`src/rtl/pd_rx_ack_pkg.sv`:
```
package pd_rx_ack_pkg;

    localparam int ID_W   = 3;
    localparam int REV_W  = 2;
    localparam int CNT_W  = 3;
    localparam int MT_W   = 5;
    localparam int KIND_W = 3;
    localparam int HDR_W  = 1 + CNT_W + ID_W + 1 + REV_W + 1 + MT_W;

    typedef struct packed {
        logic              ext;
        logic [CNT_W-1:0]  ndo;
        logic [ID_W-1:0]   id;
        logic              prole;
        logic [REV_W-1:0]  rev;
        logic              drole;
        logic [MT_W-1:0]   mtype;
    } pd_hdr_t;

    typedef enum logic [2:0] {
        ST_IDLE     = 3'd0,
        ST_FWD_ACK  = 3'd1,
        ST_ACK_ONLY = 3'd2,
        ST_GOT_ACK  = 3'd3,
        ST_DROP     = 3'd4
    } rx_state_e;

endpackage

```
`src/rtl/pd_rx_classify.sv`:
```
module pd_rx_classify
    import pd_rx_ack_pkg::*;
#(
    parameter logic [MT_W-1:0]   GOODCRC_CODE = 5'd1,
    parameter logic [KIND_W-1:0] SOP_CODE     = 3'd0
) (
    input  logic              ext_i,
    input  logic [CNT_W-1:0]  ndo_i,
    input  logic [MT_W-1:0]   mtype_i,
    input  logic [KIND_W-1:0] kind_i,
    input  logic              err_i,
    input  logic              prime_en_i,
    input  logic              bist_i,
    output rx_state_e         verdict_o
);

    logic is_ack;
    logic accepted;

    always_comb begin
        is_ack   = (ndo_i == '0) && !ext_i && (mtype_i == GOODCRC_CODE);
        accepted = (kind_i == SOP_CODE) || prime_en_i;
        if (err_i) begin
            verdict_o = ST_DROP;
        end else if (is_ack) begin
            verdict_o = ST_GOT_ACK;
        end else if (accepted) begin
            verdict_o = bist_i ? ST_ACK_ONLY : ST_FWD_ACK;
        end else begin
            verdict_o = ST_DROP;
        end
    end

endmodule

```
`src/rtl/pd_ack_hdr_build.sv`:
```
module pd_ack_hdr_build
    import pd_rx_ack_pkg::*;
#(
    parameter logic [MT_W-1:0]   GOODCRC_CODE = 5'd1,
    parameter logic [KIND_W-1:0] SOP_CODE     = 3'd0
) (
    input  logic [ID_W-1:0]   id_i,
    input  logic [REV_W-1:0]  rev_i,
    input  logic [KIND_W-1:0] kind_i,
    input  logic              prole_i,
    input  logic              drole_i,
    output logic [HDR_W-1:0]  hdr_o
);

    pd_hdr_t reply;
    logic    on_sop;

    always_comb begin
        on_sop      = (kind_i == SOP_CODE);
        reply.ext   = 1'b0;
        reply.ndo   = '0;
        reply.id    = id_i;
        reply.prole = on_sop ? prole_i : 1'b0;
        reply.rev   = rev_i;
        reply.drole = on_sop ? drole_i : 1'b0;
        reply.mtype = GOODCRC_CODE;
        hdr_o       = reply;
    end

endmodule

```
`src/rtl/pd_rx_fsm.sv`:
```
module pd_rx_fsm
    import pd_rx_ack_pkg::*;
(
    input  logic              clk,
    input  logic              rst_n,
    input  logic              eom_i,
    input  logic              err_i,
    input  logic              bist_i,
    input  rx_state_e         verdict_i,
    input  logic [ID_W-1:0]   id_i,
    input  logic [REV_W-1:0]  rev_i,
    input  logic [KIND_W-1:0] kind_i,
    input  logic              prole_i,
    input  logic              drole_i,
    output logic [ID_W-1:0]   id_q,
    output logic [REV_W-1:0]  rev_q,
    output logic [KIND_W-1:0] kind_q,
    output logic              prole_q,
    output logic              drole_q,
    output logic              fwd_o,
    output logic              ackrx_o,
    output logic              ackreq_o
);

    rx_state_e state;

    always_ff @(posedge clk) begin
        if (!rst_n) begin
            state <= ST_IDLE;
        end else begin
            state <= eom_i ? verdict_i : ST_IDLE;
        end
    end

    always_ff @(posedge clk) begin
        if (!rst_n) begin
            id_q    <= '0;
            rev_q   <= '0;
            kind_q  <= '0;
            prole_q <= 1'b0;
            drole_q <= 1'b0;
        end else if (eom_i) begin
            id_q    <= id_i;
            rev_q   <= rev_i;
            kind_q  <= kind_i;
            prole_q <= prole_i;
            drole_q <= drole_i;
        end
    end

    always_comb begin
        fwd_o    = 1'b0;
        ackrx_o  = 1'b0;
        ackreq_o = 1'b0;
        unique case (state)
            ST_IDLE:     ;
            ST_DROP:     ;
            ST_FWD_ACK:  begin fwd_o = 1'b1; ackreq_o = 1'b1; end
            ST_ACK_ONLY: ackreq_o = 1'b1;
            ST_GOT_ACK:  ackrx_o = 1'b1;
            default:     ;
        endcase
    end

    AST_STROBE_NEEDS_EOM: assert property (@(posedge clk) disable iff (!rst_n)
        !$past(eom_i) |-> !(fwd_o || ackrx_o || ackreq_o));
    AST_ERR_SILENT: assert property (@(posedge clk) disable iff (!rst_n)
        $past(eom_i && err_i) |-> !(fwd_o || ackrx_o || ackreq_o));
    AST_BIST_NO_FWD: assert property (@(posedge clk) disable iff (!rst_n)
        $past(eom_i && bist_i) |-> !fwd_o);
    AST_FWD_WITH_ACK: assert property (@(posedge clk) disable iff (!rst_n)
        fwd_o |-> ackreq_o);
    AST_ACKRX_ALONE: assert property (@(posedge clk) disable iff (!rst_n)
        ackrx_o |-> !(ackreq_o || fwd_o));

endmodule

```
`src/rtl/pd_rx_ack.sv`:
```
module pd_rx_ack
    import pd_rx_ack_pkg::*;
#(
    parameter logic [MT_W-1:0]   GOODCRC_CODE = 5'd1,
    parameter logic [KIND_W-1:0] SOP_CODE     = 3'd0
) (
    input  logic              clk,
    input  logic              rst_n,
    input  logic              eom_i,
    input  logic              rx_err_i,
    input  logic [KIND_W-1:0] pkt_type_i,
    input  logic [HDR_W-1:0]  hdr_i,
    input  logic              pwr_role_i,
    input  logic              data_role_i,
    input  logic              prime_en_i,
    input  logic              bist_i,
    output logic              fwd_o,
    output logic              ackrx_o,
    output logic [ID_W-1:0]   ackrx_id_o,
    output logic              ackreq_o,
    output logic [HDR_W-1:0]  ackreq_hdr_o,
    output logic [KIND_W-1:0] ackreq_type_o
);

    pd_hdr_t           rx_hdr;
    rx_state_e         verdict;
    logic [ID_W-1:0]   id_q;
    logic [REV_W-1:0]  rev_q;
    logic [KIND_W-1:0] kind_q;
    logic              prole_q;
    logic              drole_q;

    assign rx_hdr = hdr_i;

    pd_rx_classify #(
        .GOODCRC_CODE (GOODCRC_CODE),
        .SOP_CODE     (SOP_CODE)
    ) u_classify (
        .ext_i      (rx_hdr.ext),
        .ndo_i      (rx_hdr.ndo),
        .mtype_i    (rx_hdr.mtype),
        .kind_i     (pkt_type_i),
        .err_i      (rx_err_i),
        .prime_en_i (prime_en_i),
        .bist_i     (bist_i),
        .verdict_o  (verdict)
    );

    pd_rx_fsm u_fsm (
        .clk       (clk),
        .rst_n     (rst_n),
        .eom_i     (eom_i),
        .err_i     (rx_err_i),
        .bist_i    (bist_i),
        .verdict_i (verdict),
        .id_i      (rx_hdr.id),
        .rev_i     (rx_hdr.rev),
        .kind_i    (pkt_type_i),
        .prole_i   (pwr_role_i),
        .drole_i   (data_role_i),
        .id_q      (id_q),
        .rev_q     (rev_q),
        .kind_q    (kind_q),
        .prole_q   (prole_q),
        .drole_q   (drole_q),
        .fwd_o     (fwd_o),
        .ackrx_o   (ackrx_o),
        .ackreq_o  (ackreq_o)
    );

    pd_ack_hdr_build #(
        .GOODCRC_CODE (GOODCRC_CODE),
        .SOP_CODE     (SOP_CODE)
    ) u_build (
        .id_i    (id_q),
        .rev_i   (rev_q),
        .kind_i  (kind_q),
        .prole_i (prole_q),
        .drole_i (drole_q),
        .hdr_o   (ackreq_hdr_o)
    );

    assign ackrx_id_o    = id_q;
    assign ackreq_type_o = kind_q;

    AST_REPLY_KIND: assert property (@(posedge clk) disable iff (!rst_n)
        ackreq_o |-> ackreq_type_o == $past(pkt_type_i));
    AST_REPLY_ECHO: assert property (@(posedge clk) disable iff (!rst_n)
        ackreq_o |-> (ackreq_hdr_o[11:9] == $past(hdr_i[11:9]))
                  && (ackreq_hdr_o[7:6] == $past(hdr_i[7:6])));
    AST_REPLY_ROLES_ZERO: assert property (@(posedge clk) disable iff (!rst_n)
        (ackreq_o && ackreq_type_o != SOP_CODE) |->
            !ackreq_hdr_o[8] && !ackreq_hdr_o[5]);
    AST_ACK_ID_ECHO: assert property (@(posedge clk) disable iff (!rst_n)
        ackrx_o |-> ackrx_id_o == $past(hdr_i[11:9]));

endmodule

```
`config.mk`:
```
export PLATFORM = sky130hd
export DESIGN_NAME = pd_rx_ack
export DESIGN_NICKNAME = d
export VERILOG_FILES = /design/src/rtl/pd_rx_ack_pkg.sv /design/src/rtl/pd_rx_classify.sv /design/src/rtl/pd_ack_hdr_build.sv /design/src/rtl/pd_rx_fsm.sv /design/src/rtl/pd_rx_ack.sv
export SDC_FILE = /design/constraint.sdc
export NUM_CORES = 1
export LEC_CHECK = 0
export ABC_AREA = 1
export BUFFER_PORTS_ARGS = -buffer_cell sky130_fd_sc_hd__buf_4
export CAP_MARGIN = 30
export CORE_UTILIZATION = 33
export DETAILED_ROUTE_END_ITERATION = 6
export GPL_TIMING_DRIVEN = 0
export PLACE_DENSITY = 0.69
export RECOVER_POWER = 50
export SETUP_SLACK_MARGIN = 0.05
export SYNTH_ARGS = -nofsm -noshare
export SYNTH_HDL_FRONTEND = slang
export SYNTH_SLANG_ARGS = --single-unit
export TNS_END_PERCENT = 10
```
`constraint.sdc`:
```
create_clock -name clk -period 0.8 [get_ports clk]
set_input_delay 0.04 -clock clk [delete_from_list [all_inputs] [get_ports clk]]
set_output_delay 0.04 -clock clk [all_outputs]
set_load 0.03 [all_outputs]
```
## Word-level counts from Yosys, hierarchy flattened

Index checks and enable logic that the tools add are counted.

- Logic and storage cells: 32
- Bits in registers: 13
- Latch bits: 0
- Memories: 0
- Output and inout bits: 25
- Input port bits: 27
- Memory bits (writable): 0
- Bits in read-only memories: 0

- Equal/unequal tests: 4
- Bitwise logic cells: 2
- Magnitude comparators: 0
- Div/mod/pow operators: 0
- Multipliers: 0
- Add/subtract/negate cells: 0
- Mux-type cells: 9
- Shift operators: 0
- Reductions and logical operators: 10

Operators by type and width:

| kind | number |
|---|---|
| $logic_not A3 Y1 | 3 |
| $mux W3 | 3 |
| $eq A3 B2 Y1 const B | 2 |
| $eq A5 B1 Y1 const B | 1 |
| $mux W1 | 5 |
| $eq A3 B1 Y1 const B | 1 |
| $reduce_or A3 Y1 | 1 |
| $logic_and A1 B1 Y1 | 2 |
| $mux W2 | 1 |
| $not A1 Y1 | 2 |
| $reduce_and A2 Y1 | 1 |
| $reduce_or A2 Y1 | 1 |
| $logic_not A1 Y1 | 1 |
| $logic_or A1 B1 Y1 | 1 |

## Logic depth before layout (Yosys ltp)

- Depth in word-level cells: 5
- Depth in mapped cells: 5
- Depth with buffers taken out: 5

## Modules after synthesis

A second synthesis with hierarchy kept.

- Cells, all modules: 132
- Area, all modules: 797.0 µm²

Modules (own cells, without submodules):

| module | instances | area each (µm²) | sequential area each (µm²) | cells each |
|---|---|---|---|---|
| pd_rx_fsm | 1 | 541.8 | 260.2 | 82 |
| pd_ack_hdr_build | 1 | 138.9 | 0.0 | 23 |
| pd_rx_classify | 1 | 116.4 | 0.0 | 27 |

## Worst setup path after synthesis

Ideal clock, no wire load.

- Path kind: flip-flop to output port
- From: register u_fsm.state[2]
- To: output ackreq_o
- Path buffers: 0
- Stages on the path, launching flop included: 3
- Arrival: 1.448 ns
- Slack: -0.688 ns
- Required time: 0.760 ns
- Cells stage by stage: dfxtp_1 -> nor3_1 -> o21bai_1

- Word-level cells in the longest chain between the ends: 3
- Elaborated cells on any way between the ends: 4
- Those cells by class: eq/ne (2); mux (1); reduce/logical (1)

RTL lines:

| element | line | RTL |
|---|---|---|
| start: declaration | pd_rx_fsm.sv:25 | `rx_state_e state;` |
| start signal: assignment | pd_rx_fsm.sv:31 | `state <= eom_i ? verdict_i : ST_IDLE;` |
| $eq A3 B1 Y1 or $eq A3 B2 Y1 (tied branches) | pd_rx_fsm.sv:55 | `unique case (state)` |
| $reduce_or A2 Y1 (no line) * | n/a |  |
| $mux W1 * | pd_rx_fsm.sv:55 |  |
| end: declaration | pd_rx_ack.sv:20 | `output logic ackreq_o,` |

Mark *: on every way between the ends. The rest lies on a longest branch, timed or not.

## Worst setup path after layout

- From: register u_fsm.kind_q[2]
- To: output ackreq_hdr_o[8]

- Word-level cells in the longest chain between the ends: 2

RTL lines:

| element | line | RTL |
|---|---|---|
| start: declaration | pd_rx_fsm.sv:17 | `output logic [KIND_W-1:0] kind_q,` |
| start signal: assignment | pd_rx_fsm.sv:45 | `kind_q <= kind_i;` |
| $logic_not A3 Y1 | pd_ack_hdr_build.sv:19 | `on_sop = (kind_i == SOP_CODE);` |
| $mux W1 | pd_ack_hdr_build.sv:23 | `reply.prole = on_sop ? prole_i : 1'b0;` |
| end: declaration | pd_rx_ack.sv:21 | `output logic [HDR_W-1:0] ackreq_hdr_o,` |

Every way passes these cells.

==> impl_metrics.ini <==
[die]
coreArea_um2 = 1760
io-pin-count = 52
die_x_um = 45.8
fp.dieH_um = 45.8
dieArea_um2 = 2090
start_util_pct = 35.8
num_rows = 15

[timing]
clock_skew_ps = 0
timing.final.ws_setup_ps = -470
rsz0062_at_grt = true
finalSetupViolCount = 10
hold_viol = 0
fmax_mhz = 787
post-route-min-period_ps = 1270
drv_slew = 0
post-route-period-util_pct = 159
finalSetupTns_ps = -1970

[drt]
via_per_inst = 4.09
first_pass_iters = 3
vias = 703
antenna_left = 0
routed_wl_um = 1570
drc_errors = 0
wl_per_cell_um = 9.10
drt_iter0_markers = 6

[worst_hold_path]
hp-class = input port to flip-flop

[pwr]
p_leak_nw = 0.596
vdd_ir_drop_max_mv = 1.61
p_per_area_nw_per_um2 = 1400

[placement]
port_buffers = 40
dp_cells = 162
placed_area_um2 = 1030
hpwl_um = 1180
place.gp.congestion = 0.677

[cts]
clockBufferDepth = 2
cts_sinks = 13
h-tree-depth = 1
clkTransAtPathRegs_ps = 70
root_buffer = clkbuf_4
cts-buffers-inserted = 3
clk_latency_ps = 270
cts_tree = yes

[job]
maxCapViolCount = 0

[cells_and_area]
multiInputGateArea_um2 = 299
drive_above_1_share_pct = 49.7
design_area_um2 = 1190
finalNetCount = 175
seq_area_um2 = 275
fillerInstances = 168
post-route-util_pct = 67.3
mostFrequentLayoutCells = 35 x buf_4, 20 x nor2_1, 17 x buf_6
syn2layout_area_growth_pct = 87.9
instances_no_fill = 172
layout_commonest_cell = buf_4
n_antenna_cell = 0

[logic_synthesis]
avgSynthCellArea_um2 = 7.02
yosys.area.top_type = dfxtp_1
synth.area.top_cells = dfxtp_1 41%, buf_4 14%, nor2_1 13%, o21ai_0 8.7%, a21oi_1 5.5%
seq_area_frac_synth_pct = 41.2
synth_area_um2 = 632
ys_types = 15
post-synth-top-area-fraction_pct = 41.2
syn_inst = 90
synth-seq-cells = 13
synth_warnings = 0

[worst_setup_path]
crit_arrival_ps = 1230
max_stage_delay_ps = 410
crit_buf_inv = 1
cp-end-kind = output pin
crit_chain = or3_4 -> nor2_4 -> buf_6
worst-setup-path-type = flip-flop to output pin
required_ps = 760
critPathSlowestCell = or3_4
path_delay_family = simple AND/OR/NAND/NOR gates
crit_path_max_fanout = 2
startpoint_type = flip-flop

[grt]
grt_pass1_vias = 553
track_usage_pct = 15.6
grt_pass1_wl_um = 2300
grt_max_degree = 11
grt_overflow_total = 0
antenna_found_initial = 0

[outcome]
violations = setup timing
status = finished with violations
-- final timing paths --
path                         from              end  slack, ps  cells past startpoint
setup / recovery  u_fsm.kind_q[2]  ackreq_hdr_o[8]       -470                      3
hold / removal           hdr_i[7]   u_fsm.rev_q[1]        0.8                      3
setup reg to reg  u_fsm.kind_q[2]  u_fsm.kind_q[2]         80                      3
hold reg to reg     u_fsm.prole_q    u_fsm.prole_q        510                      2
-- per-stage QoR --
stage	setup WS [ps]	hold WS, ps	total power [mW]
after detailed placement	-240	271	1.21
after floorplan	-238	171	1.03
after CTS	-480	0.617	1.67
after global placement	-238	260	1.21
after global routing	-515	7.07	1.74
final	-470	0.797	1.66
-- area by class of cell --
class / instances / area share, %
buffer: 15 / 9.69
clock buffer: 4 / 2.21
inverter: 8 / 2.53
multi-input combinational: 61 / 25.2
sequential: 13 / 23.2
tap: 25 / 2.63
timing repair buffer: 46 / 34.6
-- registers in the layout, indices dropped and copies added, names as in the netlist --
register,count
u_fsm.drole_q,1
u_fsm.id_q,3
u_fsm.kind_q,3
u_fsm.prole_q,1
u_fsm.rev_q,2
u_fsm.state,3
-- report_power, final --
group          switching [mW]  internal [mW]
Combinational           0.279          0.273
Sequential             0.0308          0.691
Clock                   0.198          0.193
-- cells by family (layout without fill, tap and decap cells) --
group	after synthesis	after routing	synth area share (%)
AO/OA/AOI/OAI	19	19	15.4
buffers and inverters	23	73	21.2
flip-flops	13	13	41.2
AND/OR/NAND/NOR	33	33	21.0
other	2	9	1.19
-- routing by layer --
metal / track usage (%) / share of wire [%] / up-vias
met5: 0 / 0 / -
met4: 3.53 / 0.83 / 0
met3: 5.56 / 5.4 / 2
met2: 27.1 / 53 / 23
met1: 18.1 / 41 / 302
li1: - / - / 376
-- worst min-delay path, delay by kind of cell --
| kind | cells | cell delay [ps] |
|---|---|---|
| buffers and inverters | 1 | 70 |
| AND/OR/NAND/NOR | 2 | 120 |
-- synthesized netlist by cell type --
cell,instances
nor2_1,22
dfxtp_1,13
buf_4,12
o21ai_0,11
inv_1,8
a21oi_1,7
nand2_1,6
buf_2,2
conb_1,2
nand3_1,2
buf_1,1
nor3_1,1
o21bai_1,1
or2_1,1
or3_1,1
-- timing repair --
action | CTS | global route
hold buffers | 5 | 0
endpoints found under the hold margin | 5 | 0
pin swaps | 2 | 0
endpoints found under the setup margin | 16 | 17
resized for setup | 24 | 2
setup buffers | 1 | 0
Note: power is estimated with default switching activity, not from simulation.
